## config.mk

```make
export PLATFORM = sky130hd
export DESIGN_NAME = i2c_reg_target
export DESIGN_NICKNAME = d
export VERILOG_FILES = /design/src/rtl/i2c_tgt_pkg.sv /design/src/rtl/i2c_line_filter.sv /design/src/rtl/i2c_bus_events.sv /design/src/rtl/i2c_tgt_fsm.sv /design/src/rtl/i2c_reg_target.sv
export SDC_FILE = /design/constraint.sdc
export NUM_CORES = 1
export LEC_CHECK = 0
export BUFFER_PORTS_ARGS = -buffer_cell sky130_fd_sc_hd__buf_2
export CAP_MARGIN = 20
export CORE_ASPECT_RATIO = 0.75
export CORE_MARGIN = 10
export CORE_UTILIZATION = 36
export DETAILED_ROUTE_END_ITERATION = 10
export PLACE_DENSITY = 0.59
export SYNTH_ARGS = -nofsm -noshare
export SYNTH_HDL_FRONTEND = slang
export SYNTH_HIERARCHICAL = 1
export SYNTH_SLANG_ARGS = --single-unit
```

## constraint.sdc

```tcl
create_clock -name clk -period 3.68 [get_ports clk]
set_clock_uncertainty 0.1 [all_clocks]
set_input_delay 0.184 -clock clk [delete_from_list [all_inputs] [get_ports clk]]
set_output_delay 0.184 -clock clk [all_outputs]
set_load 0.1 [all_outputs]
```

## src/rtl/i2c_tgt_pkg.sv

```systemverilog
package i2c_tgt_pkg;

  localparam int BYTE_W = 8;

  localparam logic [6:0] TGT_ADDR_STRAP_HI = 7'b1100111;
  localparam logic [6:0] TGT_ADDR_STRAP_LO = 7'b1000111;

  typedef enum logic [3:0] {
    ST_IDLE,
    ST_ADDR,
    ST_ADDR_ACK,
    ST_SUB,
    ST_SUB_ACK,
    ST_WDATA,
    ST_WDATA_ACK,
    ST_RDATA,
    ST_RACK,
    ST_IGNORE
  } tgt_state_e;

endpackage

```

## src/rtl/i2c_line_filter.sv

```systemverilog
module i2c_line_filter #(
  parameter int SYNC_STAGES   = 2,
  parameter int GLITCH_CYCLES = 3
) (
  input  logic clk,
  input  logic rst_n,
  input  logic line_i,
  output logic line_o
);

  localparam int CW = $clog2(GLITCH_CYCLES + 1);

  logic [SYNC_STAGES-1:0] sync_q;
  logic [CW-1:0]          cnt_q, cnt_d;
  logic                   filt_q, filt_d;
  logic                   synced;

  assign synced = sync_q[SYNC_STAGES-1];

  always_ff @(posedge clk or negedge rst_n) begin
    if (!rst_n) begin
      sync_q <= '1;
    end else begin
      sync_q <= {sync_q[SYNC_STAGES-2:0], line_i};
    end
  end

  always_comb begin
    cnt_d  = cnt_q;
    filt_d = filt_q;
    if (synced == filt_q) begin
      cnt_d = '0;
    end else if (cnt_q == CW'(GLITCH_CYCLES - 1)) begin
      filt_d = synced;
      cnt_d  = '0;
    end else begin
      cnt_d = cnt_q + CW'(1);
    end
  end

  always_ff @(posedge clk or negedge rst_n) begin
    if (!rst_n) begin
      cnt_q  <= '0;
      filt_q <= 1'b1;
    end else begin
      cnt_q  <= cnt_d;
      filt_q <= filt_d;
    end
  end

  assign line_o = filt_q;

endmodule

```

## src/rtl/i2c_bus_events.sv

```systemverilog
module i2c_bus_events (
  input  logic clk,
  input  logic rst_n,
  input  logic scl_f,
  input  logic sda_f,
  output logic scl_rise,
  output logic scl_fall,
  output logic start_ev,
  output logic stop_ev
);

  logic scl_p, sda_p;

  always_ff @(posedge clk or negedge rst_n) begin
    if (!rst_n) begin
      scl_p <= 1'b1;
      sda_p <= 1'b1;
    end else begin
      scl_p <= scl_f;
      sda_p <= sda_f;
    end
  end

  assign scl_rise = scl_f & ~scl_p;
  assign scl_fall = ~scl_f & scl_p;
  assign start_ev = scl_f & scl_p & sda_p & ~sda_f;
  assign stop_ev  = scl_f & scl_p & ~sda_p & sda_f;

endmodule

```

## src/rtl/i2c_tgt_fsm.sv

```systemverilog
module i2c_tgt_fsm
  import i2c_tgt_pkg::*;
(
  input  logic              clk,
  input  logic              rst_n,
  input  logic [6:0]        my_addr,
  input  logic              sda_f,
  input  logic              scl_rise,
  input  logic              scl_fall,
  input  logic              start_ev,
  input  logic              stop_ev,
  input  logic [BYTE_W-1:0] rdata,
  output logic [BYTE_W-1:0] ptr,
  output logic [BYTE_W-1:0] wdata,
  output logic              we,
  output logic              sda_drive
);

  tgt_state_e        state_q, state_d;
  logic [3:0]        bitcnt_q, bitcnt_d;
  logic [BYTE_W-1:0] sr_q, sr_d;
  logic [BYTE_W-1:0] tx_q, tx_d;
  logic [BYTE_W-1:0] ptr_q, ptr_d;
  logic [BYTE_W-1:0] wdata_q, wdata_d;
  logic              rw_q, rw_d;
  logic              we_q, we_d;
  logic              mack_q, mack_d;
  logic              is_rx;

  assign is_rx = (state_q == ST_ADDR) || (state_q == ST_SUB) || (state_q == ST_WDATA);

  always_comb begin
    state_d  = state_q;
    bitcnt_d = bitcnt_q;
    sr_d     = sr_q;
    tx_d     = tx_q;
    ptr_d    = ptr_q;
    wdata_d  = wdata_q;
    rw_d     = rw_q;
    mack_d   = mack_q;
    we_d     = 1'b0;

    if (start_ev) begin
      state_d  = ST_ADDR;
      bitcnt_d = '0;
    end else if (stop_ev) begin
      state_d  = ST_IDLE;
      bitcnt_d = '0;
    end else if (is_rx) begin
      if (scl_rise && (bitcnt_q < 4'd8)) begin
        sr_d     = {sr_q[BYTE_W-2:0], sda_f};
        bitcnt_d = bitcnt_q + 4'd1;
      end
      if (scl_fall && (bitcnt_q == 4'd8)) begin
        bitcnt_d = '0;
        unique case (state_q)
          ST_ADDR: begin
            if (sr_q[7:1] == my_addr) begin
              rw_d    = sr_q[0];
              state_d = ST_ADDR_ACK;
            end else begin
              state_d = ST_IGNORE;
            end
          end
          ST_SUB: begin
            ptr_d   = sr_q;
            state_d = ST_SUB_ACK;
          end
          default: begin
            we_d    = 1'b1;
            wdata_d = sr_q;
            state_d = ST_WDATA_ACK;
          end
        endcase
      end
    end else begin
      unique case (state_q)
        ST_ADDR_ACK: begin
          if (scl_fall) begin
            bitcnt_d = '0;
            if (rw_q) begin
              tx_d    = rdata;
              ptr_d   = ptr_q + 8'd1;
              state_d = ST_RDATA;
            end else begin
              state_d = ST_SUB;
            end
          end
        end
        ST_SUB_ACK: begin
          if (scl_fall) state_d = ST_WDATA;
        end
        ST_WDATA_ACK: begin
          if (scl_fall) begin
            ptr_d   = ptr_q + 8'd1;
            state_d = ST_WDATA;
          end
        end
        ST_RDATA: begin
          if (scl_fall) begin
            if (bitcnt_q == 4'd7) begin
              bitcnt_d = '0;
              state_d  = ST_RACK;
            end else begin
              tx_d     = {tx_q[BYTE_W-2:0], 1'b0};
              bitcnt_d = bitcnt_q + 4'd1;
            end
          end
        end
        ST_RACK: begin
          if (scl_rise) mack_d = ~sda_f;
          if (scl_fall) begin
            if (mack_q) begin
              tx_d    = rdata;
              ptr_d   = ptr_q + 8'd1;
              state_d = ST_RDATA;
            end else begin
              state_d = ST_IGNORE;
            end
          end
        end
        default: ;
      endcase
    end
  end

  always_ff @(posedge clk or negedge rst_n) begin
    if (!rst_n) begin
      state_q  <= ST_IDLE;
      bitcnt_q <= '0;
      sr_q     <= '0;
      tx_q     <= '0;
      ptr_q    <= '0;
      wdata_q  <= '0;
      rw_q     <= 1'b0;
      we_q     <= 1'b0;
      mack_q   <= 1'b0;
    end else begin
      state_q  <= state_d;
      bitcnt_q <= bitcnt_d;
      sr_q     <= sr_d;
      tx_q     <= tx_d;
      ptr_q    <= ptr_d;
      wdata_q  <= wdata_d;
      rw_q     <= rw_d;
      we_q     <= we_d;
      mack_q   <= mack_d;
    end
  end

  assign ptr       = ptr_q;
  assign wdata     = wdata_q;
  assign we        = we_q;
  assign sda_drive = (state_q == ST_ADDR_ACK) || (state_q == ST_SUB_ACK) ||
                     (state_q == ST_WDATA_ACK) ||
                     ((state_q == ST_RDATA) && !tx_q[BYTE_W-1]);

endmodule

```

## src/rtl/i2c_reg_target.sv

```systemverilog
module i2c_reg_target
  import i2c_tgt_pkg::*;
#(
  parameter int         SYNC_STAGES   = 2,
  parameter int         GLITCH_CYCLES = 3,
  parameter logic [6:0] ADDR_HI       = TGT_ADDR_STRAP_HI,
  parameter logic [6:0] ADDR_LO       = TGT_ADDR_STRAP_LO
) (
  input  logic       clk,
  input  logic       rst_n,
  input  logic       addr_strap,
  input  logic       scl_i,
  input  logic       sda_i,
  output logic       sda_oe,
  output logic [7:0] reg_addr,
  output logic [7:0] reg_wdata,
  output logic       reg_we,
  input  logic [7:0] reg_rdata
);

  localparam int NLINES = 2;

  logic [NLINES-1:0] raw_lines;
  logic [NLINES-1:0] filt_lines;
  logic              scl_f, sda_f;
  logic              scl_rise, scl_fall, start_ev, stop_ev;
  logic [6:0]        my_addr;

  assign raw_lines = {scl_i, sda_i};

  for (genvar g = 0; g < NLINES; g++) begin : g_line
    i2c_line_filter #(
      .SYNC_STAGES  (SYNC_STAGES),
      .GLITCH_CYCLES(GLITCH_CYCLES)
    ) u_filt (
      .clk   (clk),
      .rst_n (rst_n),
      .line_i(raw_lines[g]),
      .line_o(filt_lines[g])
    );
  end

  assign scl_f   = filt_lines[1];
  assign sda_f   = filt_lines[0];
  assign my_addr = addr_strap ? ADDR_HI : ADDR_LO;

  i2c_bus_events u_evt (
    .clk     (clk),
    .rst_n   (rst_n),
    .scl_f   (scl_f),
    .sda_f   (sda_f),
    .scl_rise(scl_rise),
    .scl_fall(scl_fall),
    .start_ev(start_ev),
    .stop_ev (stop_ev)
  );

  i2c_tgt_fsm u_fsm (
    .clk      (clk),
    .rst_n    (rst_n),
    .my_addr  (my_addr),
    .sda_f    (sda_f),
    .scl_rise (scl_rise),
    .scl_fall (scl_fall),
    .start_ev (start_ev),
    .stop_ev  (stop_ev),
    .rdata    (reg_rdata),
    .ptr      (reg_addr),
    .wdata    (reg_wdata),
    .we       (reg_we),
    .sda_drive(sda_oe)
  );

endmodule

```

==> metrics.txt <==
final worst path period share=70.93%; LEAKAGE=1.532 nW; most common cell after layout, fill and taps aside=dfrtp_1; Hold WC Path Type=in -> reg; Initial Utilization=37.54%; core area=8023 um2; synthesis-to-finish area growth=13.25%; CP Class=reg -> reg; total congestion overflow=0; RSZ-0062 raised after global routing=false; cell family with most CP delay=simple AND/OR/NAND/NOR gates; Final Hold Vio Count=0; die extent in x=125.6 um; Crit Path Max Fanout=10; Final setup viols=0; mapped cell area=3012 um2; crit path DAT=2.72 ns; initial drt markers=142; final estimated routing congestion in global placement=0.8262; Main synth FF type=dfrtp_1; layout cells sized above 1=20.00%; Worst path max stage delay=0.61 ns; R2R cell count=5; DPL Wire Length=4763 um; CTS Root Cell=clkbuf_8; CP required=3.79 ns; DRC=0; Tot GR Track Use=10.74%; number of synthesized register bits=55; routed via count=2,228; leading cell types in the layout, fill and taps excluded=dfrtp_1 (47), nand2_1 (40), buf_2 (30), mux2_1 (25); Die Ht=99.21 um; WL/cell=15.45 um; clk slew on worst S/H paths=0.11 ns; min Tclk post-route=2.610 ns; crit end category=flip-flop; setup_tns=0 ns; Hold Path Cell Cnt=3; cell count after synthesis=292; # rows=28; number of iterations in the first detailed-routing pass=4; Tightest Pin Transition=0.7462 ns; CTS tree=yes; hold_sp=reg_rdata[0]; first-pass GRT wire length=11,350 um; ys async rst share=100.0%; I/O Buffers=30; synth warn=6; FF-to-FF End=u_fsm/wdata[2]$_DFFE_PN0P_; antenna violations before repair=0; Max clock buf depth=2; vias in the first global route=2,240; Via density=5.181; RR Startpoint=g_line[0].u_filt/line_o$_DFFE_PN1P_; buffer and inverter count on the worst path=0; H-Tree Depth=2; sequential fraction of the synthesis area=46.03%; Worst path slowest cell=dfstp_2; Clk Latency, worst-skew pair=0.32 ns; fin util=42.51%; Worst setup SP type=flip-flop; Slew Limit Fails=0; CTS Buf Count=5; placed cell area=3257 um2; Post-DRT Antenna Nets=0; I/O Pins=31; Clock Sinks=55; Synth cell types=66; Die Area=12,460 um2; pwr/cell area=852.2 nW/um2; post-CTS setup buffer count=0; final net count=340; Detailed Route WL=6644 um; Post-Syn Area per Cell=10.31 um2; final instance area=3411 um2; status=completed; crit path cell chain=and4b_1 > nor2_2 > nand2_1 > or3_1 > mux2_1; diode count=0; Max Freq=383.1 MHz; Post-synth EDFFs=0; Slew Limit Headroom=50.25%; Hold Path Sink=u_fsm/tx_q[0]$_DFFE_PN0P_; reg2reg setup slack=1.07 ns; largest net degree at the start of global routing=35; Peak VDD IR=0.0004769 V; max-cap violation count=0
[per-stage QoR]
step | hold slack, ns | setup slack [ns] | power, mW | instances
2_1_floorplan | -0.2116 | 1.231 | 2.201 | 296
3_3_place_gp | 0.1898 | 1.185 | 2.465 | 419
3_5_place_dp | 0.1902 | 1.057 | 2.492 | 419
4_1_cts | 0.003369 | 1.047 | 2.930 | 430
5_1_grt | 0.007041 | 0.9115 | 3.119 | 430
6_report | 0.006756 | 1.070 | 2.907 | 430
[per-layer routing]
| layer | GRT usage (%) | share of wire (%) |
|---|---|---|
| met1 | 15.47 | 51 |
| met2 | 15.09 | 42 |
| met3 | 3.236 | 6.6 |
| met4 | 2.739 | 0.66 |
| met5 | 0 | 0 |
[sequential cells by signal, summed over array words and instances (netlist names), 2 cells and up]
| register | cells |
|---|---|
| u_fsm/state_q | 4 |
| u_fsm/sr_q | 8 |
| u_fsm/wdata | 8 |
| g_line.u_filt/line_o | 2 |
| u_fsm/ptr | 8 |
| g_line.u_filt/sync_q | 4 |
| u_fsm/bitcnt_q | 4 |
| u_fsm/tx_q | 8 |
| g_line.u_filt/cnt_q | 4 |
[cells in the mapped netlist (all sizes together) (3+ instances only)]
| master | count | share of area [%] |
|---|---|---|
| nand3 | 10 | 1.7 |
| nor3 | 6 | 1.0 |
| buf | 10 | 1.7 |
| xnor2 | 7 | 2.0 |
| o21a | 3 | 0.75 |
| ha | 3 | 1.2 |
| nor2 | 13 | 1.9 |
| and4b | 4 | 1.3 |
| inv | 11 | 1.4 |
| xor2 | 4 | 1.2 |
| o22ai | 4 | 0.83 |
| o31ai | 3 | 0.91 |
| clkbuf | 4 | 0.50 |
| or3b | 3 | 0.96 |
| nor3b | 3 | 0.75 |
| dfstp | 8 | 7.0 |
| or3 | 3 | 0.62 |
| nand2b | 4 | 0.83 |
| mux2 | 28 | 11 |
| dfrtp | 47 | 39 |
| a31oi | 8 | 1.7 |
| mux2i | 5 | 1.7 |
| nand2 | 40 | 5.0 |
| o21ai | 11 | 2.2 |
| or2 | 3 | 0.62 |
| a21oi | 10 | 1.7 |
| nor2b | 8 | 2.2 |
[final cells by class]
type / count / area (um2)
tap: 105 / 131.4
sequential: 55 / 1386
fill: 755 / 4612
clock buffer: 5 / 68.82
clock inverter: 3 / 55.05
timing repair buffer: 35 / 195.2
inverter: 11 / 41.29
multi-input combinational: 216 / 1533
[worst register-to-register path, cell delays in order (launching register included)]
cell	delay [ns]
dfstp_2	0.61
and4b_1	0.24
nor2_2	0.41
nand2_1	0.16
or3_1	0.59
mux2_1	0.39
[kinds of logic after synthesis]
| group | Yosys count | share of synthesized area (%) |
|---|---|---|
| AO/OA/AOI/OAI | 57 | 13.75 |
| XOR/XNOR | 11 | 3.199 |
| adder cells (fa/ha/maj) | 3 | 1.246 |
| buffers and inverters | 25 | 3.573 |
| flip-flops | 55 | 46.03 |
| multiplexers | 33 | 12.38 |
| other | 2 | 0.2494 |
| AND/OR/NAND/NOR | 106 | 19.57 |
[repair_timing]
item                      in CTS  in global routing
hold endpoints to repair      27                  0
hold buffers                   3                  0
gates resized for setup        0                  0
[power breakdown]
part / total [mW] / switching, mW / internal (mW)
Clock: 0.425 / 0.216 / 0.210
Sequential: 1.10 / 0.288 / 0.809
Combinational: 1.38 / 0.886 / 0.497
[how the worst max path moves through the flow]
stage / start / cells after the start / end / slack, ns
2_1_floorplan: u_fsm/state_q[0]$_DFFE_PN0P_ / 5 / sda_oe / 1.23
3_3_place_gp: g_line[0].u_filt/line_o$_DFFE_PN1P_ / 5 / u_fsm/wdata[4]$_DFFE_PN0P_ / 1.18
3_5_place_dp: g_line[0].u_filt/line_o$_DFFE_PN1P_ / 5 / u_fsm/wdata[3]$_DFFE_PN0P_ / 1.06
4_1_cts: g_line[0].u_filt/line_o$_DFFE_PN1P_ / 5 / u_fsm/wdata[1]$_DFFE_PN0P_ / 1.05
5_1_grt: g_line[0].u_filt/line_o$_DFFE_PN1P_ / 5 / u_fsm/wdata[3]$_DFFE_PN0P_ / 0.91
6_report: g_line[0].u_filt/line_o$_DFFE_PN1P_ / 5 / u_fsm/wdata[2]$_DFFE_PN0P_ / 1.07
Power figures use the tool's default switching activity.
